[src/rtl/irq_route_pkg.sv]
// Package: constants shared by the interrupt target router modules.
// Assumes the private interrupt range is a fixed 32 interrupts (8 words).
package irq_route_pkg;
    localparam int PRIV_IRQS  = 32;
    localparam int IRQS_WORD  = 4;
    localparam int PRIV_WORDS = PRIV_IRQS / IRQS_WORD;
    localparam int BYTE_W     = 8;
endpackage

[src/rtl/route_pick.sv]
// Module: route_pick
// Reduces one 8-bit target byte to a single CPU index: the lowest set bit
// among the first NUM_CPUS bits, or CPU 0 when none of them is set.
// Assumes NUM_CPUS is between 1 and 8.
module route_pick #(
    parameter int NUM_CPUS = 4,
    parameter int CPU_W    = 2
) (
    input  logic [7:0]       byte_in,
    output logic [CPU_W-1:0] cpu_idx
);
    logic found;

    // Scan upward and keep the first usable set bit.
    always_comb begin
        cpu_idx = '0;
        found   = 1'b0;
        for (int b = 0; b < NUM_CPUS; b++) begin
            if (!found && byte_in[b]) begin
                cpu_idx = CPU_W'(b);
                found   = 1'b1;
            end
        end
    end
endmodule

[src/rtl/route_store.sv]
// Module: route_store
// Holds the owning CPU index of every shared interrupt and expands it into a
// per-CPU one-hot mask. One write updates the four interrupts of one word.
// Assumes wr_group addresses a valid shared word when wr_en is high.
module route_store #(
    parameter int NUM_CPUS   = 4,
    parameter int CPU_W      = 2,
    parameter int NUM_SHARED = 32,
    parameter int GRP_W      = 3
) (
    input  logic                               clk,
    input  logic                               rst_n,
    input  logic                               wr_en,
    input  logic [GRP_W-1:0]                   wr_group,
    input  logic [3:0][CPU_W-1:0]              wr_idx,
    output logic [NUM_SHARED-1:0][CPU_W-1:0]   tgt_q,
    output logic [NUM_CPUS*NUM_SHARED-1:0]     tgt_mask
);
    // Store the four new owners of the addressed word; reset gives CPU 0.
    always_ff @(posedge clk) begin
        if (!rst_n) begin
            tgt_q <= '0;
        end else if (wr_en) begin
            for (int i = 0; i < 4; i++) begin
                if (int'(wr_group) * 4 + i < NUM_SHARED)
                    tgt_q[int'(wr_group) * 4 + i] <= wr_idx[i];
            end
        end
    end

    // Expand each stored index into one bit per CPU.
    for (genvar s = 0; s < NUM_SHARED; s++) begin : g_irq
        for (genvar c = 0; c < NUM_CPUS; c++) begin : g_cpu
            assign tgt_mask[c*NUM_SHARED + s] = (tgt_q[s] == CPU_W'(c));
        end
    end
endmodule

[src/rtl/route_readback.sv]
// Module: route_readback
// Builds the 32-bit read view: a fixed one-hot pattern of the accessing CPU
// for private words, the owner's one-hot byte for shared words, and zero
// for words beyond the range or when no access is requested.
module route_readback #(
    parameter int NUM_WORDS  = 16,
    parameter int WORD_W     = 4,
    parameter int CPU_W      = 2,
    parameter int NUM_SHARED = 32
) (
    input  logic                             rd_valid,
    input  logic [WORD_W-1:0]                rd_word,
    input  logic [CPU_W-1:0]                 rd_cpu,
    input  logic [NUM_SHARED-1:0][CPU_W-1:0] tgt_q,
    output logic [31:0]                      rdata
);
    import irq_route_pkg::*;

    // Select the byte source by word region.
    always_comb begin
        rdata = '0;
        if (rd_valid) begin
            if (int'(rd_word) < PRIV_WORDS) begin
                for (int i = 0; i < 4; i++)
                    rdata[8*i +: 8] = 8'(1) << rd_cpu;
            end else if (int'(rd_word) < NUM_WORDS) begin
                for (int i = 0; i < 4; i++) begin
                    if ((int'(rd_word) - PRIV_WORDS) * 4 + i < NUM_SHARED)
                        rdata[8*i +: 8] = 8'(1) << tgt_q[(int'(rd_word) - PRIV_WORDS) * 4 + i];
                end
            end
        end
    end
endmodule

[src/rtl/irq_target_router.sv]
// Module: irq_target_router (top)
// Register file of single-target CPU routing for shared interrupts. Writes
// to shared words reduce each byte to one owner and pulse upd_pulse one
// cycle later; private words are read-only and reflect the accessing CPU.
// Assumes NUM_IRQS is a multiple of 4 above 32 and NUM_CPUS is 1 to 8.
module irq_target_router #(
    parameter int NUM_CPUS   = 4,
    parameter int NUM_IRQS   = 64,
    localparam int CPU_W      = (NUM_CPUS > 1) ? $clog2(NUM_CPUS) : 1,
    localparam int NUM_WORDS  = NUM_IRQS / 4,
    localparam int WORD_W     = $clog2(NUM_WORDS),
    localparam int NUM_SHARED = NUM_IRQS - 32,
    localparam int SH_WORDS   = NUM_SHARED / 4,
    localparam int GRP_W      = (SH_WORDS > 1) ? $clog2(SH_WORDS) : 1
) (
    input  logic                           clk,
    input  logic                           rst_n,
    input  logic                           acc_valid,
    input  logic                           acc_write,
    input  logic [WORD_W-1:0]              acc_word,
    input  logic [CPU_W-1:0]               acc_cpu,
    input  logic [31:0]                    acc_wdata,
    output logic [31:0]                    acc_rdata,
    output logic                           upd_pulse,
    output logic [NUM_CPUS*NUM_SHARED-1:0] tgt_mask
);
    import irq_route_pkg::*;

    logic                             sh_wr;
    logic [GRP_W-1:0]                 sh_group;
    logic [3:0][CPU_W-1:0]            pick_idx;
    logic [NUM_SHARED-1:0][CPU_W-1:0] tgt_q;

    // Accept a write only when it lands in the shared region.
    assign sh_wr    = acc_valid && acc_write &&
                      (int'(acc_word) >= PRIV_WORDS) && (int'(acc_word) < NUM_WORDS);
    assign sh_group = GRP_W'(int'(acc_word) - PRIV_WORDS);

    // One lowest-bit reducer per target byte.
    for (genvar i = 0; i < 4; i++) begin : g_pick
        route_pick #(.NUM_CPUS(NUM_CPUS), .CPU_W(CPU_W)) u_pick (
            .byte_in (acc_wdata[8*i +: 8]),
            .cpu_idx (pick_idx[i])
        );
    end

    route_store #(
        .NUM_CPUS(NUM_CPUS), .CPU_W(CPU_W),
        .NUM_SHARED(NUM_SHARED), .GRP_W(GRP_W)
    ) u_store (
        .clk      (clk),
        .rst_n    (rst_n),
        .wr_en    (sh_wr),
        .wr_group (sh_group),
        .wr_idx   (pick_idx),
        .tgt_q    (tgt_q),
        .tgt_mask (tgt_mask)
    );

    route_readback #(
        .NUM_WORDS(NUM_WORDS), .WORD_W(WORD_W),
        .CPU_W(CPU_W), .NUM_SHARED(NUM_SHARED)
    ) u_rd (
        .rd_valid (acc_valid && !acc_write),
        .rd_word  (acc_word),
        .rd_cpu   (acc_cpu),
        .tgt_q    (tgt_q),
        .rdata    (acc_rdata)
    );

    // Flag each accepted shared write for one cycle.
    always_ff @(posedge clk) begin
        if (!rst_n) upd_pulse <= 1'b0;
        else        upd_pulse <= sh_wr;
    end
endmodule

[config.mk]
export PLATFORM = sky130hd
export DESIGN_NAME = irq_target_router
export DESIGN_NICKNAME = d
export VERILOG_FILES = /design/src/rtl/irq_route_pkg.sv /design/src/rtl/route_pick.sv /design/src/rtl/route_store.sv /design/src/rtl/route_readback.sv /design/src/rtl/irq_target_router.sv
export SDC_FILE = /design/constraint.sdc
export NUM_CORES = 1
export LEC_CHECK = 0
export ABC_AREA = 1
export BUFFER_PORTS_ARGS = -buffer_cell sky130_fd_sc_hd__buf_2
export CORE_UTILIZATION = 50
export CTS_BUF_LIST = sky130_fd_sc_hd__clkbuf_4 sky130_fd_sc_hd__clkbuf_8 sky130_fd_sc_hd__clkbuf_16
export DETAILED_ROUTE_END_ITERATION = 6
export GPL_ROUTABILITY_DRIVEN = 1
export GPL_TIMING_DRIVEN = 0
export MAX_ROUTING_LAYER = met4
export PLACE_DENSITY = 0.82
export SETUP_SLACK_MARGIN = 0.5
export SYNTH_ARGS = -nofsm -noshare
export SYNTH_HDL_FRONTEND = slang
export SYNTH_HIERARCHICAL = 1
export SYNTH_SLANG_ARGS = --single-unit
[constraint.sdc]
create_clock -name clk -period 1.1 [get_ports clk]
set_input_delay 0 -clock clk [delete_from_list [all_inputs] [get_ports clk]]
set_output_delay 0 -clock clk [all_outputs]
set_load 0.01 [all_outputs]
==> metrics, run 1 <==
post-GRT worst EP acc_rdata[17]; post-synth cell types 19; Synth Area in Compound Gates under 10%; Synth Area in Simple Gates 49.7%; Gate Count Post-Synth between 900 and 1000; largest family of logic cells by synthesized area simple AND/OR/NAND/NOR gates; Worst EP Category top-level output; synth warn 6; sequential area share after synthesis 25.8%; pin count of the biggest net entering global routing 11; chip height between 100 and 150 um; Chip Width 102 um; post-synthesis mux area share 0%; Post-Synth Adder-Cell Area 0%; Synth Area in XOR/XNOR 0%; # port buffers 170; TritonCTS Sinks 65; Post-DP Area 0.00667 mm2; cts bufs inserted 9; H-tree Lvls 3; post-detail-place hpwl roughly 12000 um; Post-Place Cells 1244; last stage reached global routing (5_1_grt); global route overflow ~400; Mapped Area 0.00504 mm2; Max Root-Sink Buffers 2; row cnt 36; outcome aborted with a tool error; overall routing resource usage 89.6%; starting density of the core around half; stop err [ERROR GRT-0232] Routing congestion too high. Check the congestion heatmap in the GUI.; Seq cells post-synth 65; GPL Wtd Cong 0.961; clk root buf clkbuf_8; syn_area_per_cell around 5.4 um2; Top Ports about 200
## routing by layer
layer	overflow	track usage, %
met5	-	-
met4	80	100
met3	7	63.8
met2	312	114
met1	2	81.7
## through the flow
stage	hold WS, ns	setup WS [ns]	util [%]
after global placement	0.241	-0.185	68.2
after detailed placement	0.244	-0.188	68.2
after CTS	0.00959	-0.339	81.5
after floorplan	0.126	0.190	-
## cells by family after synthesis
kind of cell	after synthesis
simple gates	588
flops	65
compound gates	32
buf+inv	240
other cells	1
## repair_timing
action                                 CTS
endpoints found under the hold margin    1
setup endpoints to repair              209
pin swaps                               68
hold buffers                             1
gates resized for setup                230
gates cloned                             1
buffers inserted                        65
## cell usage after synthesis
master / instances / area share (%)
a21oi_1: 24 / 2.4
a21oi_2: 4 / 0.70
buf_1: 6 / 0.45
buf_2: 13 / 1.3
buf_4: 21 / 3.1
buf_6: 7 / 1.6
clkbuf_1: 2 / 0.15
conb_1: 1 / 0.074
dfxtp_1: 65 / 26
inv_1: 189 / 14
inv_4: 2 / 0.25
nand2_1: 236 / 18
nand2_2: 10 / 1.2
nand3_1: 84 / 8.3
nand3_2: 21 / 4.2
nor2_1: 228 / 17
nor2_2: 5 / 0.62
nor3_2: 4 / 0.79
o21ai_0: 4 / 0.40
==> inputs of run 2 (changes only) <==
CORE_UTILIZATION = 40   (was 50)
CTS_BUF_LIST = not set   (was sky130_fd_sc_hd__clkbuf_4 sky130_fd_sc_hd__clkbuf_8 sky130_fd_sc_hd__clkbuf_16)
MAX_ROUTING_LAYER = not set   (was met4)
PLACE_DENSITY = not set   (was 0.82)
PLACE_DENSITY_LB_ADDON = 0.15   (was not set)
SETUP_SLACK_MARGIN = not set   (was 0.5)
==> metrics, run 2 <==
PwrDens 884 mW/mm2; slew margin rel. 60.6%; Worst path slowest cell dfxtp_4; initial antenna violation count 0; GPL Wtd Cong 0.904; syn_area_per_cell between 5 and 6 um2; CP max FO 2; die area 0.0131 mm2; global route overflow 0; Iteration-0 DRC Markers 437; unrepaired setup endpoints after global routing yes; commonest non-fill, non-tap cell in the layout nor2_1; endpoint class of the critical path output port; share of cells above drive strength 1 approximately two fifths; Leak 4.06 nW; Non-Filler Instances 1355; met1 Track Usage GR 34.4%; antenna cell count 0; H-tree Lvls 3; synth top area cells dfxtp_1 26%, nand2_1 18%, nor2_1 17%; drt first pass iters 5; Layout fillers 1274; Mapped Area between 0.005 and 0.006 mm2; Seq cells post-synth 65; Post-Place Cells 1279; worst hold slack -0.0187 ns; Gate Count Post-Synth 926; Slew Viols, Final 0; cells along the critical path inv_1, nand2_1, nand3_2, nand2_1, nand2_1, nand2_2, nand2_1, a21oi_2, buf_2; WL/cell 12.5 um; CTS clk-pin slew, worst paths ~0.050 ns; worst vdd ir approximately 560 uV; layer with the highest usage met2; vias per cell 4.55; starting density of the core approximately two fifths; Largest register FFs 64; most frequent cells in the layout 216 x nor2_1, 202 x nand2_1, 181 x buf_2; design area 0.00748 mm2; Top Ports 203; GR Layer Usage met3 4.34%; synth warn 6; chip height 114 um; Storage cell area 0.00153 mm2; top-count cell post-synth nand2_1; Setup-failing EPs final 16; post-detail-place hpwl approximately 12000 um; Setup TNS Final -5.13 ns; Hold Vio Cnt, Final 1; Post-layout nets about 1200; clk root buf clkbuf_16; Fin Clk Skew 0 ns; top post-synthesis cells by count 236 x nand2_1, 228 x nor2_1, 189 x inv_1; CP Data Arrival Time 1.46 ns; Chip Width 114 um; Top reg by flops u_store/tgt_q; vias around 6200; Worst-Margin Slew 0.589 ns; CP max stage delay 0.34 ns; Setup WS post-layout -0.362 ns; Fmax 0.684 GHz; CTS tree built; CP Launch Type flip-flop; overall routing resource usage 26.0%; Post-DP Area 0.00616 mm2; outcome finished, violations left; minimum clock period 1.46 ns; number of flops mapped to enable cells by yosys 0; Core Util, Final 61.5%; drt total wl 16900 um; Tcrit/Tclk final 133%; Post-DRT Antenna Nets 0; pin count of the biggest net entering global routing 12; Required @ worst endpoint 1.10 ns; number of remaining DRC errors 0; Buf/Inv on CP 2; failing checks hold timing, setup timing; row cnt 40; top cell type by total area after synthesis dfxtp_1; sequential area share after synthesis 25.8%; first-pass GRT wire length 26000 um; GR Util met2 42.9%; Crit path top cell by count nand2_1; Yosys top cell area share 25.8%; HP Class in -> reg; vias in the first global route just over 5000; post-synth cell types 19; Syn-to-layout area delta 48.5%; top flop regs u_store/tgt_q x64, upd_pulse x1; ys async rst share 0%; TritonCTS Sinks between 60 and 70; reg2reg setup slack slightly below 0.3 ns; Most used DFF post-synth dfxtp_1; area occupied by multi-input gates around 0.0030 mm2; dpl ws -0.273 ns; cts bufs inserted 9; Max Root-Sink Buffers 2; Core ar. 0.0122 mm2; CP top delay family simple AND/OR/NAND/NOR gates; max-cap violations 0; later-pin clock latency in the skew report 0.33 ns; Crit Path Category reg -> out; # port buffers 170
==> run 2: cell counts after synthesis <==
Identical to the previous run, type by type.
==> run 2: cells by family after synthesis <==
kind of cell | synth area share (%)
compound gates | 3.48
other cells | 0.0744
flops | 25.8
buf+inv | 20.9
simple gates | 49.7
==> run 2: per-stage QoR <==
| stage | hold WS [ns] | total power, mW |
|---|---|---|
| final | -0.0187 | 6.62 |
| after global routing | 0.00186 | 6.89 |
| after CTS | 0.0733 | 6.55 |
| after detailed placement | 0.244 | 3.58 |
| after global placement | 0.237 | 3.57 |
| after floorplan | 0.125 | 3.22 |
==> run 2: layout make-up <==
cell class              count  area share [%]
plain buffers              49            4.50
clock buffers              11            3.11
clock inverters             5            1.07
inverters                 191            9.71
multi-input cells         636            40.0
flip-flops and latches     65            20.5
well taps                 168            2.81
repair buffers            230            18.3
==> run 2: what timing repair did <==
action / CTS / global route
hold endpoints to repair: 1 / 0
gates cloned: 0 / 0
setup endpoints to repair: 19 / 66
resized for setup: 163 / 81
setup buffers: 55 / 4
pin swaps: 26 / 25
hold buffers: 2 / 0
==> run 2: layer usage <==
metal | share of wire, % | routed length (um)
met1 | 45 | 7640
met2 | 46 | 7780
met3 | 7.5 | 1260
met4 | 1.4 | 233
met5 | 0 | 0
==> run 2: final timing paths <==
path,cells past startpoint,to,startpoint
setup / recovery,9,acc_rdata[19],u_store/tgt_q[5]
hold / removal,3,upd_pulse,acc_write
setup reg to reg,3,u_store/tgt_q[6],u_store/tgt_q[6]
hold reg to reg,2,u_store/tgt_q[20],u_store/tgt_q[20]
==> run 2: tightest hold or removal path, stage by stage <==
cell,delay [ns]
buf_2,0.11
nand3_2,0.12
nor2_2,0.04
==> run 2: power by group <==
part	leakage (nW)	switching (mW)	internal (mW)
sequential	0.575	0.0238	2.26
combinational	3.34	0.831	0.456
clock	0.146	1.07	1.98
total	4.06	1.93	4.69
No activity file was read; power rests on OpenSTA's default activity.
==> inputs of run 3 (changes only) <==
==> constraint.sdc (replaced) <==
create_clock -name clk -period 1.1 [get_ports clk]
set_input_delay 0.11 -clock clk [delete_from_list [all_inputs] [get_ports clk]]
set_output_delay 0.11 -clock clk [all_outputs]
set_load 0.01 [all_outputs]
==> metrics, run 3 (same netlist as run 2, synthesis figures left out) <==
Switching Fraction approximately 29%; number of remaining DRC errors 0; HP Class in -> reg; Post-layout nets 1244; vias 6374; Layout fillers 1158; Tcrit/Tclk final 142%; Fmax 0.639 GHz; CP max FO 2; Worst path slowest cell dfxtp_4; Post-CTS Hold Buffers 0; Slew Viols, Final 0; initial antenna violation count 0; CP max stage delay between 0.3 and 0.4 ns; drt total wl 17800 um; Worst-Margin Slew 0.562 ns; GPL Wtd Cong 0.904; Max Root-Sink Buffers 2; die area about 0.013 mm2; Sw Pwr ~2.0 mW; cells along the critical path inv_2, nand2_2, nand3_2, nand3_1, nand2_2, nand2_1, a21oi_2, buf_2; antenna cell count 0; cts bufs inserted 9; max-cap violations 0; CP top delay family simple AND/OR/NAND/NOR gates; slew margin rel. 62.6%; Chip Width 114 um; Storage cell area around 0.0015 mm2; vias per cell roughly 4.6; starting density of the core 41.4%; Crit Path Category reg -> out; Largest register FFs 64; commonest non-fill, non-tap cell in the layout nor2_1; most frequent cells in the layout 184 x nor2_1, 176 x nand2_1, 154 x buf_2; Top Ports 203; # port buffers between 150 and 200; unrepaired setup endpoints after global routing yes; H-tree Lvls 3; CP Launch Type flip-flop; chip height 114 um; Post-Place Cells 1279; worst vdd ir 534 uV; drt first pass iters 7; Post-DRT Antenna Nets 0; failing checks setup timing; top flop regs u_store/tgt_q x64, upd_pulse x1; endpoint class of the critical path output port; CTS tree built; Setup-failing EPs final 134; Core ar. 0.0122 mm2; Hold Vio Cnt, Final 0; CTS clk-pin slew, worst paths 0.05 ns; outcome finished, violations left; first-pass GRT wire length 26400 um; share of cells above drive strength 1 52.4%; overall routing resource usage 26.3%; Fin Clk Skew 0 ns; Comb power frac 20.3%; Leak 4.29 nW; post-detail-place hpwl 12100 um; minimum clock period 1.57 ns; Setup TNS Final -10.57 ns; Non-Filler Instances 1375; vias in the first global route roughly 5200; WL/cell 12.9 um; area occupied by multi-input gates 0.00319 mm2; TritonCTS Sinks 65; pin count of the biggest net entering global routing 12; Clock power frac 45.6%; CP Data Arrival Time about 1.5 ns; Crit path top cell by count nand2_2; Reg power frac about a third; global route overflow 0; Buf/Inv on CP 2; Required @ worst endpoint approximately 0.99 ns; row cnt 40; Top reg by flops u_store/tgt_q; later-pin clock latency in the skew report 0.33 ns; PwrDens 821 mW/mm2; Iteration-0 DRC Markers 535; Setup WS post-layout -0.466 ns; Syn-to-layout area delta 61.6%; clk root buf clkbuf_16; Int Power 4.73 mW
[run 3: power groups by stage]
stage               logic, mW  registers, mW  clock network (mW)
floorplan               0.751           2.47                   0
global placement         1.09           2.48                   0
detailed placement       1.09           2.49                   0
CTS                      1.21           2.29                3.07
global route             1.48           2.29                3.18
finish                   1.36           2.28                3.05
[run 3: stage by stage]
step                setup slack (ns)  area [um2]  hold slack [ns]  util [%]  total power, mW
floorplan                    0.00896        5100            0.235         -             3.22
detailed placement            -0.383        6160            0.354      50.6             3.58
finish                        -0.466        8150          0.00980      67.0             6.69
global route                  -0.537        8150           0.0222      67.0             6.95
global placement              -0.386        6160            0.347      50.6             3.57
CTS                           -0.434        7440          0.00342      61.2             6.57
[run 3: final cells by class]
| class | count | area share [%] |
|---|---|---|
| sequential | 65 | 18.8 |
| tap | 168 | 2.58 |
| buffer | 49 | 4.19 |
| multi-input combinational | 636 | 39.2 |
| clock inverter | 5 | 0.983 |
| inverter | 191 | 8.96 |
| clock buffer | 11 | 2.86 |
| timing repair buffer | 250 | 22.4 |
[run 3: tightest hold or removal path, cell delays in order]
cell and delay [ns]:
buf_2 0.08, inv_1 0.04, nor2_2 0.08
[run 3: what timing repair did]
action / in CTS / in global routing
pin swaps: 51 / 50
resized for setup: 242 / 233
setup endpoints to repair: 127 / 186
gates cloned: 0 / 0
buffers inserted: 61 / 42
[run 3: final timing paths]
| kind | from | end | slack, ns | cells after the start |
|---|---|---|---|---|
| worst max-delay path | u_store/tgt_q[36] | acc_rdata[16] | -0.47 | 8 |
| worst min-delay path | rst_n | upd_pulse | 0.01 | 3 |
| worst max register to register | u_store/tgt_q[28] | u_store/tgt_q[28] | 0.11 | 5 |
| worst min register to register | u_store/tgt_q[20] | u_store/tgt_q[20] | 0.50 | 2 |
[run 3: routing by layer]
metal | wire length, um | part of all wire (%) | vias up | GRT usage (%)
met4 | 430 | 2.4 | 0 | 9.78
met5 | 0 | 0 | - | 0
met1 | 7720 | 43 | 2823 | 35.0
li1 | - | - | 3242 | -
met3 | 1320 | 7.4 | 36 | 3.65
met2 | 8300 | 47 | 273 | 43.2
